[src/rtl/dac_regbank_pkg.sv]
package dac_regbank_pkg;

    localparam int ADDR_W = 3;

    typedef enum logic [ADDR_W-1:0] {
        A_FINE0 = 3'd0,
        A_FINE1 = 3'd1,
        A_HI0   = 3'd2,
        A_LO0   = 3'd3,
        A_HI1   = 3'd4,
        A_LO1   = 3'd5,
        A_CLR   = 3'd6
    } reg_addr_e;

    localparam int NUM_CH   = 2;
    localparam int NUM_CLR  = 6;
    localparam int ARM_BIT  = 8;
    localparam int FIRE_BIT = 9;

    // Positions of the per-register clear bits in the clear word, indexed by channel.
    localparam int CLR_FINE_POS [NUM_CH] = '{3, 0};
    localparam int CLR_LO_POS   [NUM_CH] = '{1, 4};
    localparam int CLR_HI_POS   [NUM_CH] = '{2, 5};

endpackage

[src/rtl/dac_chan_regs.sv]
module dac_chan_regs #(
    parameter int DATA_W    = 16,
    parameter int FINE_W    = 10,
    parameter int WIPER_W   = 8,
    parameter int CORR_W    = 11,
    parameter int WIPER_POR = 128
) (
    input  logic                     clk,
    input  logic                     rst_n,
    input  logic                     wr_fine,
    input  logic                     wr_hi,
    input  logic                     wr_lo,
    input  logic [DATA_W-1:0]        wr_val,
    input  logic signed [CORR_W-1:0] corr,
    input  logic                     clr_fine,
    input  logic                     clr_hi,
    input  logic                     clr_lo,
    input  logic                     full_clr,
    output logic [FINE_W-1:0]        fine_in,
    output logic [FINE_W-1:0]        fine_out,
    output logic [WIPER_W-1:0]       hi_wiper,
    output logic [WIPER_W-1:0]       lo_wiper
);

    localparam int SUM_W = ((FINE_W > CORR_W) ? FINE_W : CORR_W) + 2;
    localparam logic [SUM_W-1:0]   FINE_MAX = SUM_W'((1 << FINE_W) - 1);
    localparam logic [WIPER_W-1:0] W_POR    = WIPER_W'(WIPER_POR);

    typedef struct packed {
        logic [FINE_W-1:0]  fine_in;
        logic [FINE_W-1:0]  fine_out;
        logic [WIPER_W-1:0] hi;
        logic [WIPER_W-1:0] lo;
    } chan_state_t;

    chan_state_t st_d, st_q;
    logic [SUM_W-1:0]  sum_w;
    logic [FINE_W-1:0] sat_w;

    // Raw value plus sign-extended correction, clamped to the fine range.
    always_comb begin
        sum_w = {{(SUM_W-FINE_W){1'b0}}, wr_val[FINE_W-1:0]}
              + {{(SUM_W-CORR_W){corr[CORR_W-1]}}, corr};
        if (sum_w[SUM_W-1])
            sat_w = '0;
        else if (sum_w > FINE_MAX)
            sat_w = FINE_MAX[FINE_W-1:0];
        else
            sat_w = sum_w[FINE_W-1:0];
    end

    always_comb begin
        st_d = st_q;
        if (full_clr || clr_fine) begin
            st_d.fine_in  = '0;
            st_d.fine_out = '0;
        end else if (wr_fine) begin
            st_d.fine_in  = wr_val[FINE_W-1:0];
            st_d.fine_out = sat_w;
        end
        if (full_clr || clr_hi)
            st_d.hi = W_POR;
        else if (wr_hi)
            st_d.hi = wr_val[WIPER_W-1:0];
        if (full_clr || clr_lo)
            st_d.lo = W_POR;
        else if (wr_lo)
            st_d.lo = wr_val[WIPER_W-1:0];
    end

    always_ff @(posedge clk) begin
        if (!rst_n) begin
            st_q.fine_in  <= '0;
            st_q.fine_out <= '0;
            st_q.hi       <= W_POR;
            st_q.lo       <= W_POR;
        end else begin
            st_q <= st_d;
        end
    end

    assign fine_in  = st_q.fine_in;
    assign fine_out = st_q.fine_out;
    assign hi_wiper = st_q.hi;
    assign lo_wiper = st_q.lo;

endmodule

[src/rtl/dac_swclr_ctrl.sv]
module dac_swclr_ctrl #(
    parameter int DATA_W   = 16,
    parameter int NUM_CLR  = 6,
    parameter int ARM_BIT  = 8,
    parameter int FIRE_BIT = 9
) (
    input  logic               clk,
    input  logic               rst_n,
    input  logic               wr_en,
    input  logic               is_clr,
    input  logic [DATA_W-1:0]  wr_data,
    output logic [NUM_CLR-1:0] clr_bits,
    output logic               full_clr,
    output logic               armed
);

    typedef struct packed {
        logic armed;
    } ctl_state_t;

    ctl_state_t st_d, st_q;
    logic       clr_wr, arm_word, fire_word;

    always_comb begin
        clr_wr    = wr_en && is_clr;
        arm_word  = wr_data[ARM_BIT] && !wr_data[FIRE_BIT];
        fire_word = wr_data[FIRE_BIT] && !wr_data[ARM_BIT];
        clr_bits  = clr_wr ? wr_data[NUM_CLR-1:0] : '0;
        full_clr  = clr_wr && fire_word && st_q.armed;
        st_d      = st_q;
        // Every write either re-arms (arm word) or disarms (anything else).
        if (wr_en)
            st_d.armed = clr_wr && arm_word;
    end

    always_ff @(posedge clk) begin
        if (!rst_n)
            st_q.armed <= 1'b0;
        else
            st_q <= st_d;
    end

    assign armed = st_q.armed;

endmodule

[src/rtl/dac_regbank.sv]
module dac_regbank
    import dac_regbank_pkg::*;
#(
    parameter int DATA_W    = 16,
    parameter int FINE_W    = 10,
    parameter int WIPER_W   = 8,
    parameter int CORR_W    = 11,
    parameter int WIPER_POR = 128
) (
    input  logic                     clk,
    input  logic                     rst_n,
    input  logic                     wr_en,
    input  logic [ADDR_W-1:0]        wr_addr,
    input  logic [DATA_W-1:0]        wr_data,
    input  logic [ADDR_W-1:0]        rd_addr,
    output logic [DATA_W-1:0]        rd_data,
    input  logic signed [CORR_W-1:0] corr0,
    input  logic signed [CORR_W-1:0] corr1,
    output logic [FINE_W-1:0]        fine_out0,
    output logic [FINE_W-1:0]        fine_out1,
    output logic [WIPER_W-1:0]       hi_wiper0,
    output logic [WIPER_W-1:0]       lo_wiper0,
    output logic [WIPER_W-1:0]       hi_wiper1,
    output logic [WIPER_W-1:0]       lo_wiper1
);

    logic [NUM_CLR-1:0] clr_bits;
    logic               full_clr;
    logic               armed_q;

    logic [FINE_W-1:0]        fine_in_a  [NUM_CH];
    logic [FINE_W-1:0]        fine_out_a [NUM_CH];
    logic [WIPER_W-1:0]       hi_a       [NUM_CH];
    logic [WIPER_W-1:0]       lo_a       [NUM_CH];
    logic signed [CORR_W-1:0] corr_a     [NUM_CH];

    localparam logic [ADDR_W-1:0] FINE_ADDR [NUM_CH] = '{A_FINE0, A_FINE1};
    localparam logic [ADDR_W-1:0] HI_ADDR   [NUM_CH] = '{A_HI0,   A_HI1};
    localparam logic [ADDR_W-1:0] LO_ADDR   [NUM_CH] = '{A_LO0,   A_LO1};

    assign corr_a[0] = corr0;
    assign corr_a[1] = corr1;

    dac_swclr_ctrl #(
        .DATA_W  (DATA_W),
        .NUM_CLR (NUM_CLR),
        .ARM_BIT (ARM_BIT),
        .FIRE_BIT(FIRE_BIT)
    ) u_clr (
        .clk     (clk),
        .rst_n   (rst_n),
        .wr_en   (wr_en),
        .is_clr  (wr_addr == A_CLR),
        .wr_data (wr_data),
        .clr_bits(clr_bits),
        .full_clr(full_clr),
        .armed   (armed_q)
    );

    for (genvar g = 0; g < NUM_CH; g++) begin : g_ch
        dac_chan_regs #(
            .DATA_W   (DATA_W),
            .FINE_W   (FINE_W),
            .WIPER_W  (WIPER_W),
            .CORR_W   (CORR_W),
            .WIPER_POR(WIPER_POR)
        ) u_ch (
            .clk     (clk),
            .rst_n   (rst_n),
            .wr_fine (wr_en && (wr_addr == FINE_ADDR[g])),
            .wr_hi   (wr_en && (wr_addr == HI_ADDR[g])),
            .wr_lo   (wr_en && (wr_addr == LO_ADDR[g])),
            .wr_val  (wr_data),
            .corr    (corr_a[g]),
            .clr_fine(clr_bits[CLR_FINE_POS[g]]),
            .clr_hi  (clr_bits[CLR_HI_POS[g]]),
            .clr_lo  (clr_bits[CLR_LO_POS[g]]),
            .full_clr(full_clr),
            .fine_in (fine_in_a[g]),
            .fine_out(fine_out_a[g]),
            .hi_wiper(hi_a[g]),
            .lo_wiper(lo_a[g])
        );
    end

    // Read port: fine addresses return the raw user value, never the corrected one.
    always_comb begin
        rd_data = '0;
        case (rd_addr)
            A_FINE0: rd_data = {{(DATA_W-FINE_W){1'b0}}, fine_in_a[0]};
            A_FINE1: rd_data = {{(DATA_W-FINE_W){1'b0}}, fine_in_a[1]};
            A_HI0:   rd_data = {{(DATA_W-WIPER_W){1'b0}}, hi_a[0]};
            A_LO0:   rd_data = {{(DATA_W-WIPER_W){1'b0}}, lo_a[0]};
            A_HI1:   rd_data = {{(DATA_W-WIPER_W){1'b0}}, hi_a[1]};
            A_LO1:   rd_data = {{(DATA_W-WIPER_W){1'b0}}, lo_a[1]};
            default: rd_data = '0;
        endcase
    end

    assign fine_out0 = fine_out_a[0];
    assign fine_out1 = fine_out_a[1];
    assign hi_wiper0 = hi_a[0];
    assign lo_wiper0 = lo_a[0];
    assign hi_wiper1 = hi_a[1];
    assign lo_wiper1 = lo_a[1];

endmodule

[config.mk]
export PLATFORM = sky130hd
export DESIGN_NAME = dac_regbank
export DESIGN_NICKNAME = d
export VERILOG_FILES = /design/src/rtl/dac_regbank_pkg.sv /design/src/rtl/dac_chan_regs.sv /design/src/rtl/dac_swclr_ctrl.sv /design/src/rtl/dac_regbank.sv
export SDC_FILE = /design/constraint.sdc
export NUM_CORES = 1
export LEC_CHECK = 0
export ABC_AREA = 1
export BUFFER_PORTS_ARGS = -buffer_cell sky130_fd_sc_hd__buf_2
export CAP_MARGIN = 30
export CELL_PAD_IN_SITES_DETAIL_PLACEMENT = 0
export CELL_PAD_IN_SITES_GLOBAL_PLACEMENT = 1
export CORE_MARGIN = 2
export CORE_UTILIZATION = 34
export DETAILED_ROUTE_END_ITERATION = 10
export PLACE_DENSITY = 0.77
export SETUP_SLACK_MARGIN = 0.2
export SLEW_MARGIN = 25
export SYNTH_ARGS = -nofsm -noshare
export SYNTH_HDL_FRONTEND = slang
export SYNTH_SLANG_ARGS = --single-unit
[constraint.sdc]
create_clock -name clk -period 1.6 [get_ports clk]
set_input_delay 0.08 -clock clk [delete_from_list [all_inputs] [get_ports clk]]
set_output_delay 0.08 -clock clk [all_outputs]
set_load 0.005 [all_outputs]
==> impl_metrics.tcl, run 1 <==
set metrics [dict create \
    status "completed" \
    grt_util_all_layers 0.207 \
    final_common_cell "nand2_1" \
    synth_compound_gate_area_share 0.161 \
    switchingPower_mw 1.48 \
    die_h_um 119 \
    sw_frac_of_total 0.286 \
    wl_per_cell_um 15.8 \
    grt_pass1_wl_mm 23.1 \
    hp-class "primary input to flop" \
    cts_buffers 9 \
    cts.sinks 73 \
    path_class "flop to primary output" \
    wl_mm 15.4 \
    critical_path.top_delay_family "flip-flops" \
    diodes 0 \
    muxShareOfSynthArea 0 \
    synth-seq-cells 73 \
    cts_tree "built" \
    core_area_um2 12800 \
    cp-start-kind "flop" \
    clk_path_buf_depth 2 \
    nets 869 \
    io_pins 115 \
    die_w_um 119 \
    die_area_um2 14100 \
    clock_latency_ps 330 \
    power.density_nw_per_um2 822 \
    clockPowerShare 0.391 \
    syn-instance-count 635 \
    p_leak_nw 2.80 \
    place_inst 951 \
    cpPeakStageDelay_ps 370 \
    initial_core_util 0.351 \
    crit_buf_inv 2 \
    drv_cap 0 \
    cp.required_ps 1520 \
    vias_per_cell 4.99 \
    grt_max_degree 21 \
    overflow 0 \
    synthSimpleGateAreaFrac 0.339 \
    hold_viol_final 0 \
    combPwrFrac 0.244 \
    max_freq_ghz 0.728 \
    arrival_ps 1290 \
    layout-drive-gt1-share 0.361 \
    synthXorXnorAreaFrac 0.0254 \
    drc 0 \
    place_hpwl_mm 11.5 \
    grt_antenna_before_repair 0 \
    fin_cells 976 \
    seqPwrFrac 0.365 \
    port_buffers 102 \
    timing.final.max_slew_violations 0 \
    min_period_over_period 0.859 \
    ys_seq_area_frac 0.326 \
    synth_top_family_by_area "simple AND/OR/NAND/NOR gates" \
    rsz0062_at_grt "yes" \
    vias 4871 \
    yosysWarnings 0 \
    h-tree-depth 3 \
    clk_pin_slew_ps 60 \
    syn2layout_area_growth_pct 40.4 \
    path_cells "inv_1 -> o21ai_0 -> a21oi_1 -> nand3_1 -> buf_2" \
    antenna_left 0 \
    rows 41 \
    synth_area_um2 4490 \
    peakVddDrop_v 0.000505 \
    synthArstFlopShare 0 \
    synth_fa_ha_area_frac 0.0647 \
    fin_skew_ps 4.51 \
    globalplace.congestion 0.895 \
    period_needed_ps 1370 \
    setup_violations 0 \
    most-common-layout-cells "nand2_1 (184), buf_2 (97), buf_4 (74)" \
    path_max_fanout 3 \
    avgSynthCellArea_um2 7.06 \
    synth_edf_count 0 \
    end_kind "primary output" \
    postCtsHoldBufs 0 \
    drt_iter0_drc 403 \
    firstDrtPassIters 5 \
    synth_flop_cell "dfxtp_1" \
    slowest_stage "dfxtp_1" \
    root_buffer "clkbuf_16" \
    internal_power_mw 3.70 \
    grt_pass1_vias 4518 \
    synth.distinct_cells 36 \
    fin_util 0.493 \
]
-- per-layer routing --
metal / part of all wire / vias to the layer above / track usage / wire (um)
li1: - / 2435 / - / -
met1: 0.46 / 2254 / 0.283 / 7130
met2: 0.46 / 161 / 0.328 / 7060
met3: 0.057 / 21 / 0.0354 / 876
met4: 0.020 / 0 / 0.0729 / 310
met5: 0 / - / 0 / 0
-- sequential cells by signal (all words and copies together) (netlist names) --
signal              flops
g_ch.u_ch.lo_wiper     16
g_ch.u_ch.fine_out     20
g_ch.u_ch.fine_in      20
u_clr.armed             1
g_ch.u_ch.hi_wiper     16
-- cell families (layout without fill, tap and decap cells) --
kind of cell,after synthesis,count (layout)
compound gates,121,121
xor+xnor,13,13
fa+ha+maj,22,22
buf+inv,82,246
flops,73,73
other cells,1,6
simple gates,323,323
-- what timing repair did --
item	CTS	global route
setup buffers	0	10
gates resized for setup	9	55
endpoints found under the setup margin	21	27
pin swaps	2	24
-- power by group through the flow --
stage / sequential [mW] / clock, mW / combinational, mW
3_3_place_gp: 1.93 / 0 / 1.09
5_1_grt: 1.89 / 2.12 / 1.39
2_1_floorplan: 1.92 / 0 / 0.643
6_report: 1.89 / 2.02 / 1.27
3_5_place_dp: 1.93 / 0 / 1.10
4_1_cts: 1.89 / 2.04 / 1.11
-- synth_stat cells, drive strengths merged (4+ instances only) --
cell / number / share of area
inv: 54 / 0.046
o21ai: 11 / 0.012
dfxtp: 73 / 0.33
buf: 22 / 0.032
xnor2: 8 / 0.016
a22oi: 8 / 0.013
a21oi: 91 / 0.12
ha: 20 / 0.056
nand4: 17 / 0.024
xor2: 5 / 0.0098
clkbuf: 4 / 0.0033
nand3: 70 / 0.081
o211ai: 4 / 0.0067
nand2: 202 / 0.18
nor2: 29 / 0.049
-- stage by stage --
step / setup TNS [ps] / hold WS (ps) / total power [mW] / setup WS (ps) / instance area (um^2)
2_1_floorplan: 0 / 234 / 2.57 / 201 / 4560
3_3_place_gp: -2190 / 378 / 3.02 / -132 / 5610
3_5_place_dp: -2940 / 387 / 3.03 / -190 / 5610
4_1_cts: 0 / 36.5 / 5.03 / 166 / 5930
5_1_grt: 0 / 44.3 / 5.40 / 145 / 6300
6_report: 0 / 43.5 / 5.18 / 226 / 6300
-- worst paths after layout --
path	to	cells past startpoint	start	slack (ps)
setup / recovery	rd_data[7]	5	g_ch[1].u_ch.lo_wiper[7]	230
hold / removal	u_clr.armed	2	rst_n	40
setup reg to reg	g_ch[0].u_ch.hi_wiper[6]	5	u_clr.armed	480
hold reg to reg	g_ch[0].u_ch.fine_in[0]	2	g_ch[0].u_ch.fine_in[0]	460
-- final cells by class --
| type | count | area, um^2 |
|---|---|---|
| Fill cell | 1273 | 6470 |
| Multi-Input combinational cell | 485 | 3010 |
| Sequential cell | 73 | 1460 |
| Timing Repair Buffer | 175 | 1090 |
| Clock buffer | 12 | 256 |
| Inverter | 56 | 219 |
| Tap cell | 172 | 215 |
| Clock inverter | 3 | 40.0 |
(Power assumes the default switching activity.)
==> run 2: changes to the inputs <==
==> constraint.sdc (replaced) <==
create_clock -name clk -period 1.25 [get_ports clk]
set_input_delay 0.0625 -clock clk [delete_from_list [all_inputs] [get_ports clk]]
set_output_delay 0.0625 -clock clk [all_outputs]
set_load 0.005 [all_outputs]
==> impl_metrics.tcl, run 2 (synthesis results as in run 1) <==
set metrics [dict create \
    p_leak_nw 3.22 \
    crit_buf_inv 2 \
    hold_viol_final 0 \
    place_area_um2 6120 \
    critical_path.top_delay_family "flip-flops" \
    cp.required_ps 1190 \
    place_ws_ps -558 \
    grt_util_all_layers 0.218 \
    clock_latency_ps 330 \
    core_area_um2 12800 \
    drc 0 \
    grt_max_degree 21 \
    met2WireLength_mm 7.85 \
    die_w_um 119 \
    h-tree-depth 3 \
    vias 5142 \
    reg_top3 "g_ch.u_ch.fine_in x20, g_ch.u_ch.fine_out x20" \
    place_hpwl_mm 11.7 \
    highest_layer "met4" \
    slowest_stage "dfxtp_2" \
    multi_input_area_um2 3320 \
    globalplace.congestion 0.845 \
    path_class "flop to primary output" \
    cp-start-kind "flop" \
    drt-met1-wl_mm 6.89 \
    clk_path_buf_depth 2 \
    final-seq-area_um2 1490 \
    violations "setup timing" \
    fin_tns_setup_ps -975 \
    drv_cap 0 \
    antenna_left 0 \
    initial_core_util 0.351 \
    critPathMostFrequentCell "nand3_2" \
    met3_wirelength_um 786 \
    layout-drive-gt1-share 0.507 \
    fin_area_um2 7300 \
    wl_per_cell_um 15.5 \
    timing.final.max_slew_violations 0 \
    diodes 0 \
    fin_util 0.572 \
    cpPeakStageDelay_ps 320 \
    period_needed_ps 1350 \
    postCtsHoldBufs 0 \
    rows 41 \
    grt_antenna_before_repair 0 \
    cts_buffers 9 \
    vias_per_cell 4.99 \
    root_buffer "clkbuf_16" \
    grt_pass1_vias 4883 \
    wl_mm 16.0 \
    die_area_um2 14100 \
    rsz0062_at_grt "yes" \
    hp-class "primary input to flop" \
    setup_violations 22 \
    syn2layout_area_growth_pct 62.8 \
    arrival_ps 1290 \
    final_common_cell "nand2_1" \
    max_freq_ghz 0.739 \
    nets 922 \
    die_h_um 119 \
    drt_iter0_drc 331 \
    end_kind "primary output" \
    most-common-layout-cells "nand2_1 (161), buf_4 (111), buf_2 (84)" \
    min_period_over_period 1.08 \
    grt_pass1_wl_mm 24.7 \
    power.density_nw_per_um2 991 \
    path_max_fanout 2 \
    fin_skew_ps 6.90 \
    io_pins 115 \
    overflow 0 \
    num-fill-cells 1177 \
    firstDrtPassIters 5 \
    cts_tree "built" \
    status "finished with violations" \
    peakVddDrop_v 0.00105 \
    port_buffers 102 \
    path_cells "nand3_2 -> o21ai_2 -> a221oi_2 -> buf_4 -> nand3_2 -> buf_2" \
    cts.sinks 73 \
    final.setup.worst_slack_ps -103 \
    clk_pin_slew_ps 60 \
]
## run 2: worst reg2reg max path, cell delays in order, from the launching register on
cell and delay (ps):
dfxtp_2 330, nand3_2 90, nand2_4 140, inv_4 60
nand2_4 100, clkbuf_16 170, a21oi_2 40
## run 2: area by class of cell
| class | instances | area share |
|---|---|---|
| clock buffer | 12 | 0.0351 |
| inverter | 56 | 0.0301 |
| tap | 172 | 0.0295 |
| timing repair buffer | 227 | 0.238 |
| clock inverter | 4 | 0.0101 |
| multi-input combinational | 486 | 0.454 |
| sequential | 73 | 0.203 |
## run 2: routing by layer
metal | GRT usage | vias up
met5 | 0 | -
met3 | 0.0383 | 34
li1 | - | 2545
met4 | 0.0573 | 0
met1 | 0.279 | 2389
met2 | 0.379 | 174
## run 2: power by group
part	internal (mW)	total, mW	switching (mW)
registers	2.38	2.42	0.0355
clock network	1.86	2.86	0.998
logic	0.937	1.96	1.02
## run 2: per-stage QoR
stage	power (mW)	cells	hold WS [ps]
6_report	7.24	1030	37.5
5_1_grt	7.55	1030	43.3
4_1_cts	7.11	1022	30.3
3_5_place_dp	4.05	988	375
3_3_place_gp	4.03	988	363
2_1_floorplan	3.35	640	216
## run 2: final timing paths
check | startpoint | endpoint | slack (ps) | cells past startpoint
setup / recovery | g_ch[1].u_ch.hi_wiper[2] | rd_data[2] | -100 | 6
hold / removal | wr_en | u_clr.armed | 40 | 4
hold reg to reg | g_ch[0].u_ch.fine_in[6] | g_ch[0].u_ch.fine_in[6] | 460 | 2
setup reg to reg | u_clr.armed | g_ch[1].u_ch.fine_out[0] | 220 | 6
## run 2: what timing repair did
action	4_1_cts	5_1_grt
resized for setup	125	56
endpoints found under the setup margin	35	78
cloned	1	3
buffers inserted	17	5
pin swaps	67	45
==> run 3: changes to the inputs <==
--- a/config.mk
+++ b/config.mk
@@ -14,7 +14,6 @@
 export CORE_UTILIZATION = 34
 export DETAILED_ROUTE_END_ITERATION = 10
 export PLACE_DENSITY = 0.77
-export SETUP_SLACK_MARGIN = 0.2
 export SLEW_MARGIN = 25
 export SYNTH_ARGS = -nofsm -noshare
 export SYNTH_HDL_FRONTEND = slang
==> impl_metrics.tcl, run 3 (synthesis results as in run 1) <==
set metrics [dict create \
    wl_per_cell_um 15.0 \
    period_needed_ps 1380 \
    rows 41 \
    totalPowerFinal_mw 6.74 \
    status "finished with violations" \
    die_area_um2 14100 \
    grt_max_degree 21 \
    clock_latency_ps 330 \
    antenna_left 0 \
    cts_buffers 9 \
    firstDrtPassIters 5 \
    diodes 0 \
    die_w_um 119 \
    vias 4942 \
    overflow 0 \
    core_area_um2 12800 \
    globalplace.congestion 0.878 \
    r2r-start "u_clr.armed" \
    hold_viol_final 0 \
    grt_util_all_layers 0.211 \
    port_buffers 102 \
    fin_cells 1004 \
    crit_end "rd_data[2]" \
    min_period_over_period 1.10 \
    r2r_setup_slack_ps 160 \
    max_freq_ghz 0.727 \
    initial_core_util 0.351 \
    timing.final.max_slew_violations 0 \
    arrival_ps 1310 \
    cp.required_ps 1190 \
    grt_pass1_wl_mm 23.6 \
    fin_skew_ps 1.98 \
    root_buffer "clkbuf_16" \
    cts_tree "built" \
    final.setup.worst_slack_ps -126 \
    cts.sinks 73 \
    critPathLaunch "g_ch[1].u_ch.hi_wiper[2]" \
    grt_antenna_before_repair 0 \
    drc 0 \
    nets 897 \
    die_h_um 119 \
    vias_per_cell 4.92 \
    most-common-layout-cells "nand2_1 (175), buf_2 (95), buf_4 (95)" \
    drv_cap 0 \
    rsz0062_at_grt "yes" \
    power.density_nw_per_um2 1010 \
    layout-drive-gt1-share 0.419 \
    io_pins 115 \
    end_kind "primary output" \
    cp-start-kind "flop" \
    p_leak_nw 2.98 \
    place_inst 978 \
    syn2layout_area_growth_pct 49.3 \
    r2r.worst_path.cells 5 \
    peakVddDrop_v 0.000597 \
    clk_path_buf_depth 2 \
    place_hpwl_mm 11.8 \
    path_class "flop to primary output" \
    violations "setup timing" \
    reg_top3 "g_ch.u_ch.fine_in x20, g_ch.u_ch.fine_out x20" \
    path_max_fanout 2 \
    h-tree-depth 3 \
    drt_iter0_drc 405 \
    hp-class "primary input to flop" \
    num-fill-cells 1250 \
    wl_mm 15.1 \
    grt_pass1_vias 4652 \
    clk_pin_slew_ps 60 \
    setup_violations 23 \
    final_common_cell "nand2_1" \
    r2r-end "g_ch[0].u_ch.lo_wiper[1]" \
]
==> run 3: cell count changes in the layout (fill, tap and decap cells not counted), moves of 5 or more <==
| cell | before | now |
|---|---|---|
| a21oi_1 | 52 | 63 |
| a21oi_2 | 36 | 26 |
| buf_2 | 84 | 95 |
| buf_4 | 111 | 95 |
| buf_6 | 19 | 3 |
| dfxtp_1 | 54 | 65 |
| dfxtp_2 | 19 | 8 |
| inv_1 | 33 | 41 |
| inv_2 | 19 | 12 |
| nand2_1 | 161 | 175 |
| nand2_2 | 32 | 23 |
| nand2_4 | 9 | 4 |
| nand3_1 | 50 | 60 |
| nand3_2 | 18 | 9 |
==> run 3: worst min path at each step <==
stage | depth (start not counted) | slack, ps | startpoint | endpoint
floorplan | 1 | 220 | rst_n | u_clr.armed
global placement | 2 | 360 | rst_n | u_clr.armed
detailed placement | 2 | 370 | rst_n | u_clr.armed
CTS | 2 | 20 | rst_n | u_clr.armed
global route | 2 | 10 | rst_n | u_clr.armed
finish | 2 | 20 | rst_n | u_clr.armed
==> run 3: routing by layer <==
layer	track usage	vias up	part of all wire
met5	0	-	0
met4	0.0699	0	0.016
li1	-	2487	-
met1	0.284	2295	0.46
met2	0.341	146	0.47
met3	0.0359	14	0.057
==> run 3: area by class of cell <==
| class | instances | area, um^2 | share of cell area |
|---|---|---|---|
| multi-input combinational | 486 | 3140 | 0.468 |
| sequential | 73 | 1470 | 0.220 |
| timing repair buffer | 202 | 1370 | 0.204 |
| clock buffer | 12 | 256 | 0.0383 |
| inverter | 56 | 215 | 0.0321 |
| tap | 172 | 215 | 0.0321 |
| clock inverter | 3 | 40.0 | 0.00598 |
==> run 3: critical path, cell delays in order (launching register included) <==
cell      delay, ps
dfxtp_2         330
nand3_2          70
o21ai_2          60
a221oi_2        210
nand3_1         150
buf_2           160
==> run 3: stage by stage <==
| step | utilization | setup WS (ps) | hold WS [ps] | setup TNS (ps) | cell area [um^2] |
|---|---|---|---|---|---|
| 2_1_floorplan | - | -130 | 216 | -2050 | 4640 |
| 3_3_place_gp | 0.464 | -447 | 364 | -9270 | 5920 |
| 3_5_place_dp | 0.464 | -496 | 370 | -9560 | 5920 |
| 4_1_cts | 0.508 | -121 | 16.8 | -712 | 6490 |
| 5_1_grt | 0.524 | -192 | 13.0 | -3250 | 6700 |
| 6_report | 0.524 | -126 | 23.8 | -1430 | 6700 |
==> run 3: report_power, final <==
| group | total (mW) | internal (mW) | switching (mW) |
|---|---|---|---|
| combinational | 1.75 | 0.806 | 0.940 |
| sequential | 2.42 | 2.38 | 0.0382 |
| clock | 2.58 | 1.64 | 0.941 |
| total | 6.74 | 4.82 | 1.92 |
==> run 3: timing repair <==
action,4_1_cts,5_1_grt
setup buffers,4,6
pin swaps,14,41
cloned,0,1
setup endpoints to repair,29,30
gates resized for setup,48,46
hold buffers,0,0
